<file path="src/rtl/ptw_pkg.sv">
package ptw_pkg;
  localparam int unsigned XLEN  = 32;
  localparam int unsigned DOM_W = 4;
  localparam int unsigned CB_W  = 2;
  localparam int unsigned AP_W  = 8;

  typedef enum logic [1:0] {
    PG_SECTION = 2'd0,
    PG_LARGE   = 2'd1,
    PG_SMALL   = 2'd2,
    PG_TINY    = 2'd3
  } page_e;

  // first-level descriptor type field, bits [1:0]
  typedef enum logic [1:0] {
    L1_FAULT   = 2'd0,
    L1_COARSE  = 2'd1,
    L1_SECTION = 2'd2,
    L1_FINE    = 2'd3
  } l1_kind_e;

  typedef enum logic [1:0] {
    ST_IDLE,
    ST_RD1,
    ST_RD2,
    ST_DONE
  } state_e;

  typedef struct packed {
    logic [XLEN-1:0]  pa;
    page_e            ptype;
    logic [DOM_W-1:0] dom;
    logic [CB_W-1:0]  cb;
    logic [AP_W-1:0]  ap;
  } xlat_t;
endpackage

</file>
<file path="src/rtl/ptw_addr_gen.sv">
module ptw_addr_gen
  import ptw_pkg::*;
#(
  parameter int unsigned AW         = XLEN,
  parameter int unsigned SEC_BITS   = 20,
  parameter int unsigned COARSE_LSB = 12,
  parameter int unsigned FINE_LSB   = 10,
  localparam int unsigned TTB_LSB   = (AW - SEC_BITS) + 2,
  localparam int unsigned CT_LSB    = (SEC_BITS - COARSE_LSB) + 2,
  localparam int unsigned FT_LSB    = (SEC_BITS - FINE_LSB) + 2
) (
  input  logic [AW-1:0]      va_i,
  input  logic [AW-1:TTB_LSB] tbase_i,
  input  logic [AW-1:CT_LSB] l2base_i,
  input  logic               fine_i,
  output logic [AW-1:0]      l1_addr_o,
  output logic [AW-1:0]      l2_addr_o
);
  logic [AW-1:0] coarse_addr;
  logic [AW-1:0] fine_addr;

  assign l1_addr_o   = {tbase_i, va_i[AW-1:SEC_BITS], 2'b00};
  assign coarse_addr = {l2base_i, va_i[SEC_BITS-1:COARSE_LSB], 2'b00};
  assign fine_addr   = {l2base_i[AW-1:FT_LSB], va_i[SEC_BITS-1:FINE_LSB], 2'b00};
  assign l2_addr_o   = fine_i ? fine_addr : coarse_addr;
endmodule

</file>
<file path="src/rtl/ptw_l1_decode.sv">
module ptw_l1_decode
  import ptw_pkg::*;
#(
  parameter int unsigned AW       = XLEN,
  parameter int unsigned SEC_BITS = 20
) (
  input  logic [AW-1:0]       desc_i,
  input  logic [SEC_BITS-1:0] va_lo_i,
  input  logic                tiny_en_i,
  output l1_kind_e            kind_o,
  output xlat_t               sec_o
);
  logic unused_desc;
  assign unused_desc = ^{desc_i[SEC_BITS-1:12], desc_i[9], desc_i[4]};

  always_comb begin
    kind_o = l1_kind_e'(desc_i[1:0]);
    if (kind_o == L1_FINE && !tiny_en_i) kind_o = L1_FAULT;
  end

  always_comb begin
    sec_o       = '0;
    sec_o.pa    = {desc_i[AW-1:SEC_BITS], va_lo_i};
    sec_o.ptype = PG_SECTION;
    sec_o.dom   = desc_i[8:5];
    sec_o.cb    = desc_i[3:2];
    sec_o.ap    = {{(AP_W-2){1'b0}}, desc_i[11:10]};
  end
endmodule

</file>
<file path="src/rtl/ptw_l2_decode.sv">
module ptw_l2_decode
  import ptw_pkg::*;
#(
  parameter int unsigned AW      = XLEN,
  parameter int unsigned LG_BITS = 16,
  parameter int unsigned SM_BITS = 12,
  parameter int unsigned TN_BITS = 10
) (
  input  logic [AW-1:0]      desc_i,
  input  logic [LG_BITS-1:0] va_lo_i,
  input  logic [DOM_W-1:0]   dom_i,
  output logic               fault_o,
  output xlat_t              pg_o
);
  always_comb begin
    fault_o  = 1'b0;
    pg_o     = '0;
    pg_o.dom = dom_i;
    pg_o.cb  = desc_i[3:2];
    unique case (desc_i[1:0])
      2'd1: begin
        pg_o.ptype = PG_LARGE;
        pg_o.pa    = {desc_i[AW-1:LG_BITS], va_lo_i};
        pg_o.ap    = desc_i[11:4];
      end
      2'd2: begin
        pg_o.ptype = PG_SMALL;
        pg_o.pa    = {desc_i[AW-1:SM_BITS], va_lo_i[SM_BITS-1:0]};
        pg_o.ap    = desc_i[11:4];
      end
      2'd3: begin
        pg_o.ptype = PG_TINY;
        pg_o.pa    = {desc_i[AW-1:TN_BITS], va_lo_i[TN_BITS-1:0]};
        pg_o.ap    = {{(AP_W-2){1'b0}}, desc_i[5:4]};
      end
      default: begin
        fault_o = 1'b1;
        pg_o    = '0;
      end
    endcase
  end
endmodule

</file>
<file path="src/rtl/ptw_top.sv">
module ptw_top
  import ptw_pkg::*;
#(
  parameter int unsigned AW         = XLEN,
  parameter int unsigned SEC_BITS   = 20,
  parameter int unsigned COARSE_LSB = 12,
  parameter int unsigned FINE_LSB   = 10,
  parameter int unsigned LG_BITS    = 16
) (
  input  logic             clk_i,
  input  logic             rst_ni,
  input  logic             req_valid_i,
  output logic             req_ready_o,
  input  logic [AW-1:0]    req_va_i,
  input  logic [AW-1:0]    req_ttb_i,
  input  logic             tiny_en_i,
  output logic             mem_req_o,
  output logic [AW-1:0]    mem_addr_o,
  input  logic             mem_rvalid_i,
  input  logic [AW-1:0]    mem_rdata_i,
  output logic             done_o,
  output logic             fault_o,
  output logic [AW-1:0]    pa_o,
  output logic [1:0]       ptype_o,
  output logic [DOM_W-1:0] domain_o,
  output logic [CB_W-1:0]  cb_o,
  output logic [AP_W-1:0]  ap_o
);
  localparam int unsigned TTB_LSB = (AW - SEC_BITS) + 2;
  localparam int unsigned CT_LSB  = (SEC_BITS - COARSE_LSB) + 2;

  state_e                 state_q;
  logic [AW-1:0]          va_q;
  logic [AW-1:TTB_LSB]    tbase_q;
  logic                   tiny_q;
  logic [AW-1:CT_LSB]     l2base_q;
  logic                   fine_q;
  logic [DOM_W-1:0]       dom_q;
  xlat_t                  res_q;
  logic                   fault_q;

  logic [AW-1:0] l1_addr, l2_addr;
  l1_kind_e      l1_kind;
  xlat_t         sec_res, pg_res;
  logic          l2_fault;

  logic unused_ttb;
  assign unused_ttb = ^req_ttb_i[TTB_LSB-1:0];

  ptw_addr_gen #(
    .AW(AW), .SEC_BITS(SEC_BITS), .COARSE_LSB(COARSE_LSB), .FINE_LSB(FINE_LSB)
  ) u_addr (
    .va_i     (va_q),
    .tbase_i  (tbase_q),
    .l2base_i (l2base_q),
    .fine_i   (fine_q),
    .l1_addr_o(l1_addr),
    .l2_addr_o(l2_addr)
  );

  ptw_l1_decode #(.AW(AW), .SEC_BITS(SEC_BITS)) u_l1 (
    .desc_i   (mem_rdata_i),
    .va_lo_i  (va_q[SEC_BITS-1:0]),
    .tiny_en_i(tiny_q),
    .kind_o   (l1_kind),
    .sec_o    (sec_res)
  );

  ptw_l2_decode #(.AW(AW), .LG_BITS(LG_BITS), .SM_BITS(COARSE_LSB), .TN_BITS(FINE_LSB)) u_l2 (
    .desc_i (mem_rdata_i),
    .va_lo_i(va_q[LG_BITS-1:0]),
    .dom_i  (dom_q),
    .fault_o(l2_fault),
    .pg_o   (pg_res)
  );

  always_ff @(posedge clk_i or negedge rst_ni) begin
    if (!rst_ni) begin
      state_q  <= ST_IDLE;
      va_q     <= '0;
      tbase_q  <= '0;
      tiny_q   <= 1'b0;
      l2base_q <= '0;
      fine_q   <= 1'b0;
      dom_q    <= '0;
      res_q    <= '0;
      fault_q  <= 1'b0;
    end else begin
      unique case (state_q)
        ST_IDLE: if (req_valid_i) begin
          va_q    <= req_va_i;
          tbase_q <= req_ttb_i[AW-1:TTB_LSB];
          tiny_q  <= tiny_en_i;
          state_q <= ST_RD1;
        end
        ST_RD1: if (mem_rvalid_i) begin
          l2base_q <= mem_rdata_i[AW-1:CT_LSB];
          fine_q   <= (l1_kind == L1_FINE);
          dom_q    <= mem_rdata_i[8:5];
          unique case (l1_kind)
            L1_FAULT: begin
              res_q   <= '0;
              fault_q <= 1'b1;
              state_q <= ST_DONE;
            end
            L1_SECTION: begin
              res_q   <= sec_res;
              fault_q <= 1'b0;
              state_q <= ST_DONE;
            end
            default: state_q <= ST_RD2;
          endcase
        end
        ST_RD2: if (mem_rvalid_i) begin
          res_q   <= l2_fault ? '0 : pg_res;
          fault_q <= l2_fault;
          state_q <= ST_DONE;
        end
        default: state_q <= ST_IDLE;
      endcase
    end
  end

  assign req_ready_o = (state_q == ST_IDLE);
  assign mem_req_o   = (state_q == ST_RD1) || (state_q == ST_RD2);
  assign mem_addr_o  = (state_q == ST_RD2) ? l2_addr : l1_addr;
  assign done_o      = (state_q == ST_DONE);
  assign fault_o     = fault_q;
  assign pa_o        = res_q.pa;
  assign ptype_o     = res_q.ptype;
  assign domain_o    = res_q.dom;
  assign cb_o        = res_q.cb;
  assign ap_o        = res_q.ap;
endmodule

</file>
<file path="config.mk">
export PLATFORM = sky130hd
export DESIGN_NAME = ptw_top
export DESIGN_NICKNAME = d
export VERILOG_FILES = /design/src/rtl/ptw_pkg.sv /design/src/rtl/ptw_addr_gen.sv /design/src/rtl/ptw_l1_decode.sv /design/src/rtl/ptw_l2_decode.sv /design/src/rtl/ptw_top.sv
export SDC_FILE = /design/constraint.sdc
export NUM_CORES = 1
export LEC_CHECK = 0
export BUFFER_PORTS_ARGS = -buffer_cell sky130_fd_sc_hd__buf_4
export CORE_MARGIN = 2
export CORE_UTILIZATION = 45
export CTS_CLUSTER_SIZE = 28
export DETAILED_ROUTE_END_ITERATION = 6
export MAX_ROUTING_LAYER = met4
export PLACE_DENSITY_LB_ADDON = 0.3
export SETUP_SLACK_MARGIN = 0.1
export SKIP_CTS_REPAIR_TIMING = 1
export SLEW_MARGIN = 20
export SYNTH_ARGS = -nofsm -noshare
export SYNTH_HDL_FRONTEND = slang
export SYNTH_HIERARCHICAL = 1
export SYNTH_SLANG_ARGS = --single-unit
</file>
<file path="constraint.sdc">
create_clock -name clk_i -period 2.8 [get_ports clk_i]
set_clock_uncertainty 0.2 [all_clocks]
set_input_delay 0.42 -clock clk_i [delete_from_list [all_inputs] [get_ports clk_i]]
set_output_delay 0.42 -clock clk_i [all_outputs]
set_load 0.05 [all_outputs]
</file>
======== Word-level counts from Yosys, hierarchy flattened ========
Cells that the tools add are included.
storage, ports and cells
  register bits after elaboration ......... 129
  bits of input ports ..................... 101
  output and inout bits ................... 84
  word-level logic and storage cells ...... 58
operators by class
  eq/ne operators ......................... 12
  muxes and demuxes ....................... 20
  reductions and logical operators ........ 13
operators by type and width
  operator                                              number
  one-hot mux 48 bit (2 select lines)                   2
  two-way mux 48 bit                                    3
  one-hot mux 34 bit (3 select lines)                   1
  two-way mux 32 bit                                    1
  one-hot mux 8 bit (2 select lines)                    1
  equality test 2 bit (second input constant)           6
  two-way mux 12 bit                                    1
  two-way mux 2 bit                                     4
  != test 2 bit (second input constant)                 3
  one-hot mux 2 bit (3 select lines)                    1
  equality test 2 x 1 -> 1 bit (second input constant)  2
  logical NOT 2 bit                                     2
  two-way mux 1 bit                                     4
  one-hot mux 1 bit (2 select lines)                    2
  AND reduction 2 bit                                   2
  AND reduction 4 bit                                   1
  OR reduction 2 bit                                    2
  != test 3 x 1 -> 1 bit (second input constant)        1
  AND reduction 3 bit                                   1
  OR reduction 3 bit                                    1
  nonzero test 2 bit                                    1
  logical AND 1 bit                                     1
  logical NOT 1 bit                                     1
  logical OR 1 bit                                      1

======== Depth between registers and ports, before layout ========
Gate-level depths: netlist (run 1).
  word-level depth ........................ 8
  mapped depth ............................ 8
  gate-level depth less buffers ........... 6

======== By module ========
The synthesis (run 1) kept the hierarchy.
by module, submodules not included
  module         times used  cells an instance  area each (um^2)  seq. area each (um^2)
  ptw_top        1           387                5829.3            3228.1
  ptw_addr_gen   1           66                 570.5             0.0
  ptw_l2_decode  1           75                 551.8             0.0
  ptw_l1_decode  1           52                 382.9             0.0

======== Least setup slack after synthesis (run 1) ========
Ideal clock, no wire load.
  kind .................................... reg2reg
  start point ............................. register state_q[0]
  end point ............................... register res_q, in the netlist pa_o[21]
  setup time .............................. 0.125 ns
  data arrival time ....................... 1.923 ns
  required time ........................... 2.475 ns
  setup slack ............................. 0.552 ns
  cell stages (with the launch flop) ...... 8
  buffers on the path ..................... 2
  clock period less this slack ............ 2.248 ns
  path through ............................ dfrtp_1 > inv_1 > ha_1 > nand2b_1 > o21ai_2 > buf_6 > buf_8 > mux2_4
between the ends
  word-level cells in the longest chain between the ends .. 3
  elaborated cells on any way between the ends .. 8
  those cells by class .................... eq/ne (5); mux (1); reduce/logical (2)
RTL lines
  element                                                                     RTL line        text
  from (decl)                                                                 ptw_top.sv:32   state_e state_q;
  from (signal assigned)                                                      ptw_top.sv:79   state_q <= ST_IDLE;
  from (signal assigned)                                                      ptw_top.sv:94   state_q <= ST_RD1;
  from (signal assigned)                                                      ptw_top.sv:104  state_q <= ST_DONE;
  equality test 2 x 1 -> 1 bit / equality test 2 bit (equally long branches)  ptw_top.sv:89   unique case (state_q)
  != test 3 x 1 -> 1 bit (no source line) (tied with other cells)             --
  AND reduction 4 bit (no source line)                                        --
  to (signal assigned)                                                        ptw_top.sv:107  res_q <= sec_res;
  to (signal assigned)                                                        ptw_top.sv:115  res_q <= l2_fault ? '0 : pg_res;
  to (decl)                                                                   ptw_top.sv:39   xlat_t res_q;
Several ways; a longest one is shown, not always the timed one.
A chain may end at the register's enable or synchronous reset.

======== Final worst setup path (run 1) ========
  start point ............................. register state_q[0]
  end point ............................... output port mem_addr_o[29]
between the ends
  word-level cells in the longest chain between the ends .. 2
RTL lines
  element              RTL line        text
  equality test 2 bit  ptw_top.sv:126  assign mem_addr_o = (state_q == ST_RD2) ? l2_addr : l1_addr;
  two-way mux 32 bit   ptw_top.sv:126
  to (decl)            ptw_top.sv:18   output logic [AW-1:0] mem_addr_o,
Every way passes these cells.

==> results of run 1 <==
placed cells by master, fill, tap and decap left out, types with 8 or more instances in the layout:
| cell type | count |
|---|---|
| inv_1 | 8 |
| ha_1 | 9 |
| nor2_1 | 11 |
| dfrtp_1 | 129 |
| mux2_4 | 20 |
| and2_4 | 20 |
| a22o_1 | 48 |
| mux2_2 | 150 |
| buf_4 | 171 |
| conb_1 | 12 |
| clkbuf_16 | 17 |
metrics by stage:
step           instance area, µm²  cells  hold slack, ns  worst slack [ns]  power [mW]
2_1_floorplan                7370    590         -0.0756             0.552        8.90
6_report                     8650    884          0.0405             0.205        11.8
4_1_cts                      8640    883          -0.143             0.116        12.0
5_1_grt                      8650    884          0.0258             0.103        12.4
3_5_place_dp                 8100    852           0.284             0.407        9.89
3_3_place_gp                 8100    852           0.280             0.455        9.73
cell type report:
class / count / area share
timing repair buffer: 180 / 0.166
tap: 216 / 0.0312
inverter: 8 / 0.00347
multi-input combinational: 320 / 0.364
clock inverter: 6 / 0.00665
sequential: 129 / 0.373
clock buffer: 25 / 0.0550
report_power, final:
group          switching (mW)  internal, mW  leakage [nW]
combinational            3.78          2.89          2.29
sequential              0.473          2.67          1.60
clock                   0.759          1.26         0.261
total                    5.01          6.82          4.15
final timing paths:
kind,startpoint,endpoint,slack [ns]
min,req_ttb_i[16],tbase_q[16]$_DFFE_PN0P_,0.04
min in group asynchronous,rst_ni,tbase_q[16]$_DFFE_PN0P_,0.39
max reg2reg,state_q[0]$_DFFE_PN0P_,ptype_o[0]$_DFFE_PN0P_,0.51
max in group asynchronous,rst_ni,tbase_q[25]$_DFFE_PN0P_,1.26
min reg2reg,dom_q[3]$_DFFE_PN0P_,dom_q[3]$_DFFE_PN0P_,0.29
max,state_q[0]$_DFFE_PN0P_,mem_addr_o[29],0.20
cell families after synthesis:
kind of cell,Yosys count
muxes,170
buffers and inverters,141
DFF,129
AOI/OAI and AO/OA,64
and+or+nand+nor,64
adders and majority gates,10
other,2
metal layers:
| metal | vias up | wire, µm | part of all wire | GRT usage |
|---|---|---|---|---|
| li1 | 2065 | - | - | - |
| met1 | 2225 | 6780 | 0.43 | 0.237 |
| met2 | 123 | 7860 | 0.50 | 0.313 |
| met3 | 24 | 749 | 0.048 | 0.0436 |
| met4 | 0 | 335 | 0.021 | 0.0743 |
| met5 | - | 0 | 0 | - |
flip-flops by register name, summed over array words and instances (netlist names):
name      flops
domain_o      4
dom_q         4
va_q         32
l2base_q     22
fine_q        1
pa_o         32
tiny_q        1
tbase_q      18
ptype_o       2
fault_o       1
ap_o          8
state_q       2
cb_o          2
==> impl_metrics.env, run 1 <==
export IMPL_rsz0062_at_grt="false"
export IMPL_cts_buffer_depth=2
export IMPL_synth_compound_area_frac=0.0728
export IMPL_io_buffer_count=168
export IMPL_start_util=0.462
export IMPL_ys_top_cells_by_count="mux2_2 (150), dfrtp_1 (129), buf_4 (104), a22o_1 (48)"
export IMPL_setup_tns_final_ns=0
export IMPL_wl_mm=15.7
export IMPL_p_leak_nw=4.15
export IMPL_setup_viol=0
export IMPL_dp_hpwl_mm=10.8
export IMPL_yosys_area_top_type="dfrtp_1"
export IMPL_cp_arrival_ns=1.98
export IMPL_ff2ff_path_depth=6
export IMPL_dr_pass1_iters=4
export IMPL_antenna_found_initial=0
export IMPL_min_path_cells=2
export IMPL_core_area_mm2=0.0159
export IMPL_nets=767
export IMPL_worst_path_stages=5
export IMPL_gp_congestion=0.805
export IMPL_finalCriticalPeriod_ns=2.60
export IMPL_max_slew_margin_rel=0.489
export IMPL_grt_max_degree=76
export IMPL_grt_util_all_layers=0.193
export IMPL_synthSimpleGateAreaFrac=0.0599
export IMPL_async_reset_ff_frac=1.00
export IMPL_grt_pass1_wl_mm=25.6
export IMPL_synth_area_top_cells="dfrtp_1 (44%), mux2_2 (23%), buf_4 (11%), a22o_1 (5.7%), mux2_4 (4.1%)"
export IMPL_worst_pin_slew_ns=0.764
export IMPL_slew_violations=0
export IMPL_cp_required_ns=2.18
export IMPL_drcViolationCount=0
export IMPL_synth_edf_count=0
export IMPL_final_util=0.545
export IMPL_diodes=0
export IMPL_muxShareOfSynthArea=0.271
export IMPL_cts_tree="done"
export IMPL_io_pins=185
export IMPL_yosysMostFrequentCell="mux2_2"
export IMPL_cts_max_level=4
export IMPL_max_stage_delay_ns=0.41
export IMPL_crit_type="flip-flop to output pin"
export IMPL_worstSetupStartpointType="flip-flop"
export IMPL_fill_cells=1404
export IMPL_dieArea_mm2=0.0173
export IMPL_fp_dieH_um=132
export IMPL_synth_area_per_cell_um2=12.6
export IMPL_hold_viol=0
export IMPL_crit_chain="inv_1 -> ha_2 -> buf_6 -> mux2_2 -> buf_4"
export IMPL_regArea_mm2=0.00323
export IMPL_max_freq_mhz=385
export IMPL_cp_end_kind="output pin"
export IMPL_crit_family="buffers and inverters"
export IMPL_vias_per_cell=5.02
export IMPL_power_density_mw_per_mm2=1370
export IMPL_clk_pin_slew_ns=0.05
export IMPL_grt_pass1_vias=4786
export IMPL_numCtsBuffers=17
export IMPL_yosysSeqAreaShare=0.440
export IMPL_areaGrowthSynthToFinish_pct=17.9
export IMPL_dr_total_vias=4437
export IMPL_yosysTopAreaCellShare=0.440
export IMPL_maxCapViolations=0
export IMPL_synth_flop_cell="dfrtp_1"
export IMPL_synth_adder_area_share=0.0171
export IMPL_post_route_period_util=0.927
export IMPL_outcome="finished clean"
export IMPL_synth_top_family_by_area="multiplexers"
export IMPL_peakVddDrop_v=0.000954
export IMPL_synth_xor_area_frac=0
export IMPL_worstPathMaxFanout=15
export IMPL_cts_sinks=129
export IMPL_drtIter0Drc=180
export IMPL_synth_seq_cells=129
export IMPL_yosys_warnings=6
export IMPL_rows=46
export IMPL_ant_nets=0
export IMPL_clock_latency_ns=0.40
export IMPL_path_buf_inv=3
export IMPL_grt_ovfl_total=0
export IMPL_drt_wirelength_per_cell_um=17.8
export IMPL_synthCells=580
export IMPL_synth_distinct_cells=34
export IMPL_multi_input_area_mm2=0.00315
export IMPL_layout_drive_gt1_share=0.611
export IMPL_fp_dieW_um=132
export IMPL_clockRootBuffer="clkbuf_16"
export IMPL_crit_path_top_delay_cell="dfrtp_1"
export IMPL_syn_area_mm2=0.00733
export IMPL_worstHoldPathType="input pin to flip-flop"
Power figures use the tool's default switching activity.
==> run 2: changes to the inputs <==
--- a/config.mk
+++ b/config.mk
@@ -11,7 +11,7 @@
 export CTS_CLUSTER_SIZE = 28
 export DETAILED_ROUTE_END_ITERATION = 6
 export MAX_ROUTING_LAYER = met4
-export PLACE_DENSITY_LB_ADDON = 0.3
+export PLACE_DENSITY = 0.77
 export SETUP_SLACK_MARGIN = 0.1
 export SKIP_CTS_REPAIR_TIMING = 1
 export SLEW_MARGIN = 20
==> run 2 against run 1 <==
Compared with the run above: critical path depth is the same; hold slack lost 0.0042 ns; die area is the same; flip-flop and latch count is the same; clock power grew 11%; non-clock buffer count grew 1; via count grew 0.88%.
==> impl_metrics.env, run 2 (synthesis gave the netlist of run 1 again) <==
export IMPL_outcome="finished clean"
export IMPL_grt_ovfl_total=0
export IMPL_worstHoldPathType="input pin to flip-flop"
export IMPL_finalCriticalPeriod_ns=2.61
export IMPL_peakVddDrop_v=0.000837
export IMPL_numCtsBuffers=17
export IMPL_hold_start="req_ttb_i[15]"
export IMPL_p_comb_frac=0.556
export IMPL_max_slew_margin_rel=0.484
export IMPL_maxCapViolations=0
export IMPL_setup_viol=0
export IMPL_hold_viol=0
export IMPL_worst_pin_slew_ns=0.771
export IMPL_max_freq_mhz=383
export IMPL_layout_drive_gt1_share=0.614
export IMPL_fp_dieH_um=132
export IMPL_cts_tree="done"
export IMPL_areaGrowthSynthToFinish_pct=18.8
export IMPL_dp_hpwl_mm=11.0
export IMPL_cp_arrival_ns=1.99
export IMPL_core_area_mm2=0.0159
export IMPL_cts_max_level=4
export IMPL_clock_latency_ns=0.41
export IMPL_drtIter0Drc=128
export IMPL_dr_total_vias=4476
export IMPL_final_common_cell="buf_4"
export IMPL_dieArea_mm2=0.0173
export IMPL_setup_ws_ns=0.188
export IMPL_drt_wirelength_per_cell_um=18.2
export IMPL_p_sw_mw=5.09
export IMPL_antenna_found_initial=0
export IMPL_pre_cts_slack_ns=0.395
export IMPL_post_route_period_util=0.933
export IMPL_dr_pass1_iters=4
export IMPL_fp_dieW_um=132
export IMPL_grt_pass1_wl_mm=26.2
export IMPL_clockRootBuffer="clkbuf_16"
export IMPL_io_pins=185
export IMPL_final_cell_mix="buf_4 (173), mux2_2 (150), dfrtp_1 (129)"
export IMPL_grt_pass1_vias=4940
export IMPL_grt_util_all_layers=0.198
export IMPL_crit_type="flip-flop to output pin"
export IMPL_cp_end_kind="output pin"
export IMPL_setup_tns_final_ns=0
export IMPL_drcViolationCount=0
export IMPL_gp_congestion=0.759
export IMPL_p_clk_frac=0.185
export IMPL_diodes=0
export IMPL_power_total_mw=12.1
export IMPL_power_density_mw_per_mm2=1390
export IMPL_worstReg2RegStart="state_q[0]$_DFFE_PN0P_"
export IMPL_worstSetupStartpointType="flip-flop"
export IMPL_cp_required_ns=2.18
export IMPL_p_seq_frac=0.259
export IMPL_slew_violations=0
export IMPL_rows=46
export IMPL_wl_mm=16.1
export IMPL_rsz0062_at_grt="false"
export IMPL_cts_buffer_depth=2
export IMPL_start_util=0.462
export IMPL_switching_share=0.420
export IMPL_intPower_mw=7.05
export IMPL_io_buffer_count=168
export IMPL_worstPathMaxFanout=18
export IMPL_setup_worst_path_start="state_q[0]$_DFFE_PN0P_"
export IMPL_vias_per_cell=5.06
export IMPL_p_leak_nw=4.19
export IMPL_clk_pin_slew_ns=0.06
export IMPL_cts_sinks=129
export IMPL_grt_max_degree=62
export IMPL_nets=768
export IMPL_ant_nets=0
[run 2: layer usage]
| layer | up-vias | part of all wire | track usage |
|---|---|---|---|
| met4 | 0 | 0.014 | 0.0670 |
| met1 | 2261 | 0.44 | 0.234 |
| met2 | 125 | 0.50 | 0.326 |
| met5 | - | 0 | - |
| met3 | 18 | 0.047 | 0.0552 |
| li1 | 2072 | - | - |
[run 2: area by class of cell]
cell class	count	area, µm²
fill	1358	7170
sequential	129	3230
multi-input combinational	320	3150
timing repair buffer	181	1450
clock buffer	24	482
tap	216	270
clock inverter	6	105
inverter	8	30.0
[run 2: worst max-delay path: stages (launching register included)]
cell and delay, ns:
dfrtp_1 0.42, inv_1 0.11, ha_2 0.26, clkbuf_16 0.24, mux2_2 0.36, buf_4 0.19
[run 2: final timing paths]
kind / slack [ns] / to / cells after the start
max: 0.19 / mem_addr_o[25] / 5
min: 0.04 / tbase_q[15]$_DFFE_PN0P_ / 2
max reg2reg: 0.39 / pa_o[1]$_DFFE_PN0P_ / 6
min reg2reg: 0.29 / dom_q[0]$_DFFE_PN0P_ / 1
max in group asynchronous: 1.27 / va_q[4]$_DFFE_PN0P_ / 3
min in group asynchronous: 0.35 / l2base_q[20]$_DFFE_PN0P_ / 2
[run 2: power by group through the flow]
stage,sequential [mW],clock (mW),combinational (mW)
after floorplan,3.68,0,5.22
after global placement,3.13,0,6.59
after detailed placement,3.18,0,6.72
after CTS,3.15,2.29,6.74
after global routing,3.25,2.39,7.10
final,3.15,2.24,6.75
[run 2: metrics by stage]
stage,cell area [µm²],util,std cells,hold slack (ns)
final,8710,0.548,884,0.0363
after detailed placement,8090,0.509,852,0.251
after floorplan,7370,-,590,-0.0756
after global placement,8090,0.509,852,0.237
after CTS,8680,0.546,882,-0.196
after global routing,8710,0.548,884,0.0205
==> run 3: changes to the inputs <==
--- a/config.mk
+++ b/config.mk
@@ -11,7 +11,7 @@
 export CTS_CLUSTER_SIZE = 28
 export DETAILED_ROUTE_END_ITERATION = 6
 export MAX_ROUTING_LAYER = met4
-export PLACE_DENSITY = 0.77
+export PLACE_DENSITY = 0.8
 export SETUP_SLACK_MARGIN = 0.1
 export SKIP_CTS_REPAIR_TIMING = 1
 export SLEW_MARGIN = 20
==> constraint.sdc (replaced) <==
create_clock -name clk_i -period 2.21 [get_ports clk_i]
set_clock_uncertainty 0.2 [all_clocks]
set_input_delay 0.3315 -clock clk_i [delete_from_list [all_inputs] [get_ports clk_i]]
set_output_delay 0.3315 -clock clk_i [all_outputs]
set_load 0.05 [all_outputs]
==> run 3 against run 2 <==
Compared with the run above: the flow now finishes with violations (setup timing); largest cell class unchanged; core utilization increased by 7.3 points; register-to-register slack lost 0.41 ns; non-clock buffer count is 92 higher; critical path depth is the same.
==> impl_metrics.env, run 3 (synthesis gave the netlist of run 1 again) <==
export IMPL_cp_arrival_ns=1.86
export IMPL_p_seq_frac=0.246
export IMPL_switching_share=0.413
export IMPL_p_clk_frac=0.172
export IMPL_dr_total_vias=4883
export IMPL_cts_buffer_depth=2
export IMPL_cts_sinks=129
export IMPL_p_sw_mw=6.88
export IMPL_final_common_cell="buf_4"
export IMPL_worstSetupStartpointType="flip-flop"
export IMPL_placed_area_mm2=0.00822
export IMPL_placedCellCount=859
export IMPL_clk_pin_slew_ns=0.05
export IMPL_regArea_mm2=0.00323
export IMPL_max_freq_mhz=418
export IMPL_nets=860
export IMPL_maxCapViolations=0
export IMPL_hold_viol=0
export IMPL_drt_wirelength_per_cell_um=18.5
export IMPL_dr_pass1_iters=4
export IMPL_setup_viol=42
export IMPL_areaGrowthSynthToFinish_pct=34.6
export IMPL_vias_per_cell=4.99
export IMPL_drcViolationCount=0
export IMPL_antenna_found_initial=0
export IMPL_post_route_period_util=1.08
export IMPL_setup_tns_final_ns=-3.96
export IMPL_setup_ws_ns=-0.183
export IMPL_wl_mm=18.1
export IMPL_start_util=0.462
export IMPL_grt_pass1_vias=4892
export IMPL_stdcell_area_mm2=0.00987
export IMPL_grt_max_degree=71
export IMPL_cp_required_ns=1.68
export IMPL_fp_dieH_um=132
export IMPL_p_leak_nw=4.68
export IMPL_gp_congestion=0.763
export IMPL_dp_hpwl_mm=11.6
export IMPL_grt_pass1_wl_mm=26.2
export IMPL_slew_violations=0
export IMPL_io_pins=185
export IMPL_intPower_mw=9.77
export IMPL_peakVddDrop_v=0.00131
export IMPL_io_buffer_count=168
export IMPL_fill_cells=1191
export IMPL_fp_dieW_um=132
export IMPL_worstPathMaxFanout=17
export IMPL_worstHoldPathType="input pin to flip-flop"
export IMPL_cts_tree="done"
export IMPL_layout_drive_gt1_share=0.572
export IMPL_power_total_mw=16.6
export IMPL_rows=46
export IMPL_cts_max_level=4
export IMPL_multi_input_area_mm2=0.00320
export IMPL_power_density_mw_per_mm2=1690
export IMPL_outcome="complete, but fails checks"
export IMPL_clock_latency_ns=0.42
export IMPL_finalCriticalPeriod_ns=2.39
export IMPL_numCtsBuffers=17
export IMPL_grt_ovfl_total=0
export IMPL_p_comb_frac=0.582
export IMPL_rsz0062_at_grt="true"
export IMPL_layout_cells_non_filler=978
export IMPL_cp_end_kind="output pin"
export IMPL_r2r_slack_ns=-0.02
export IMPL_dieArea_mm2=0.0173
export IMPL_clockRootBuffer="clkbuf_16"
export IMPL_core_area_mm2=0.0159
export IMPL_grt_util_all_layers=0.198
export IMPL_diodes=0
export IMPL_violations="setup timing"
export IMPL_drtIter0Drc=201
export IMPL_ant_nets=0
export IMPL_crit_type="flip-flop to output pin"
export IMPL_final_cell_mix="buf_4 (152), mux2_2 (143), dfrtp_1 (127)"
## run 3: cell count changes in the layout (fill, tap and decap cells not counted), moves of 3 or more
cell,previous run,this run
dlygate4sd3_1,1,76
buf_6,1,31
mux2_2,150,143
clkinvlp_4,0,4
clkbuf_1,4,1
buf_4,173,152
buf_12,5,11
mux2_4,20,27
## run 3: power groups by stage
stage / Clock [mW] / Combinational, mW / Sequential, mW
after floorplan: 0 / 6.67 / 4.67
after global placement: 0 / 8.49 / 4.01
after detailed placement: 0 / 8.70 / 4.09
after CTS: 2.93 / 8.73 / 4.06
after global routing: 3.06 / 10.1 / 4.23
final: 2.86 / 9.68 / 4.10
## run 3: final timing paths
kind	start	to	depth (start not counted)
max in group asynchronous	rst_ni	fine_q$_DFFE_PN0P_	3
max reg2reg	state_q[0]$_DFFE_PN0P_	pa_o[30]$_DFFE_PN0P_	9
max	state_q[0]$_DFFE_PN0P_	mem_addr_o[6]	5
min in group asynchronous	rst_ni	pa_o[25]$_DFFE_PN0P_	2
min	mem_rdata_i[11]	l2base_q[11]$_DFFE_PN0P_	2
min reg2reg	dom_q[2]$_DFFE_PN0P_	dom_q[2]$_DFFE_PN0P_	1
## run 3: cell type report
class	count	share of cell area
sequential	129	0.327
multi-input combinational	320	0.324
timing repair buffer	273	0.257
clock buffer	19	0.0449
tap	216	0.0274
clock inverter	13	0.0163
inverter	8	0.00304
## run 3: metrics by stage
step,setup WS (ns),util,hold slack (ns)
after global routing,-0.231,0.622,0.0113
after floorplan,0.200,-,-0.164
final,-0.183,0.622,0.00981
after CTS,-0.421,0.555,-0.527
after global placement,0.0904,0.517,-0.0783
after detailed placement,-0.00723,0.517,-0.0780
## run 3: layer usage
metal	global-route usage	vias to the layer above	wire, µm
met1	0.233	2466	7430
met2	0.323	144	9370
li1	-	2250	-
met5	-	-	0
met3	0.0598	23	1000
met4	0.0707	0	255
## run 3: worst max-delay path, cell delays in order, from the launching register on
cell,delay (ns)
dfrtp_1,0.41
inv_2,0.10
ha_4,0.20
buf_12,0.18
mux2_2,0.39
buf_6,0.16
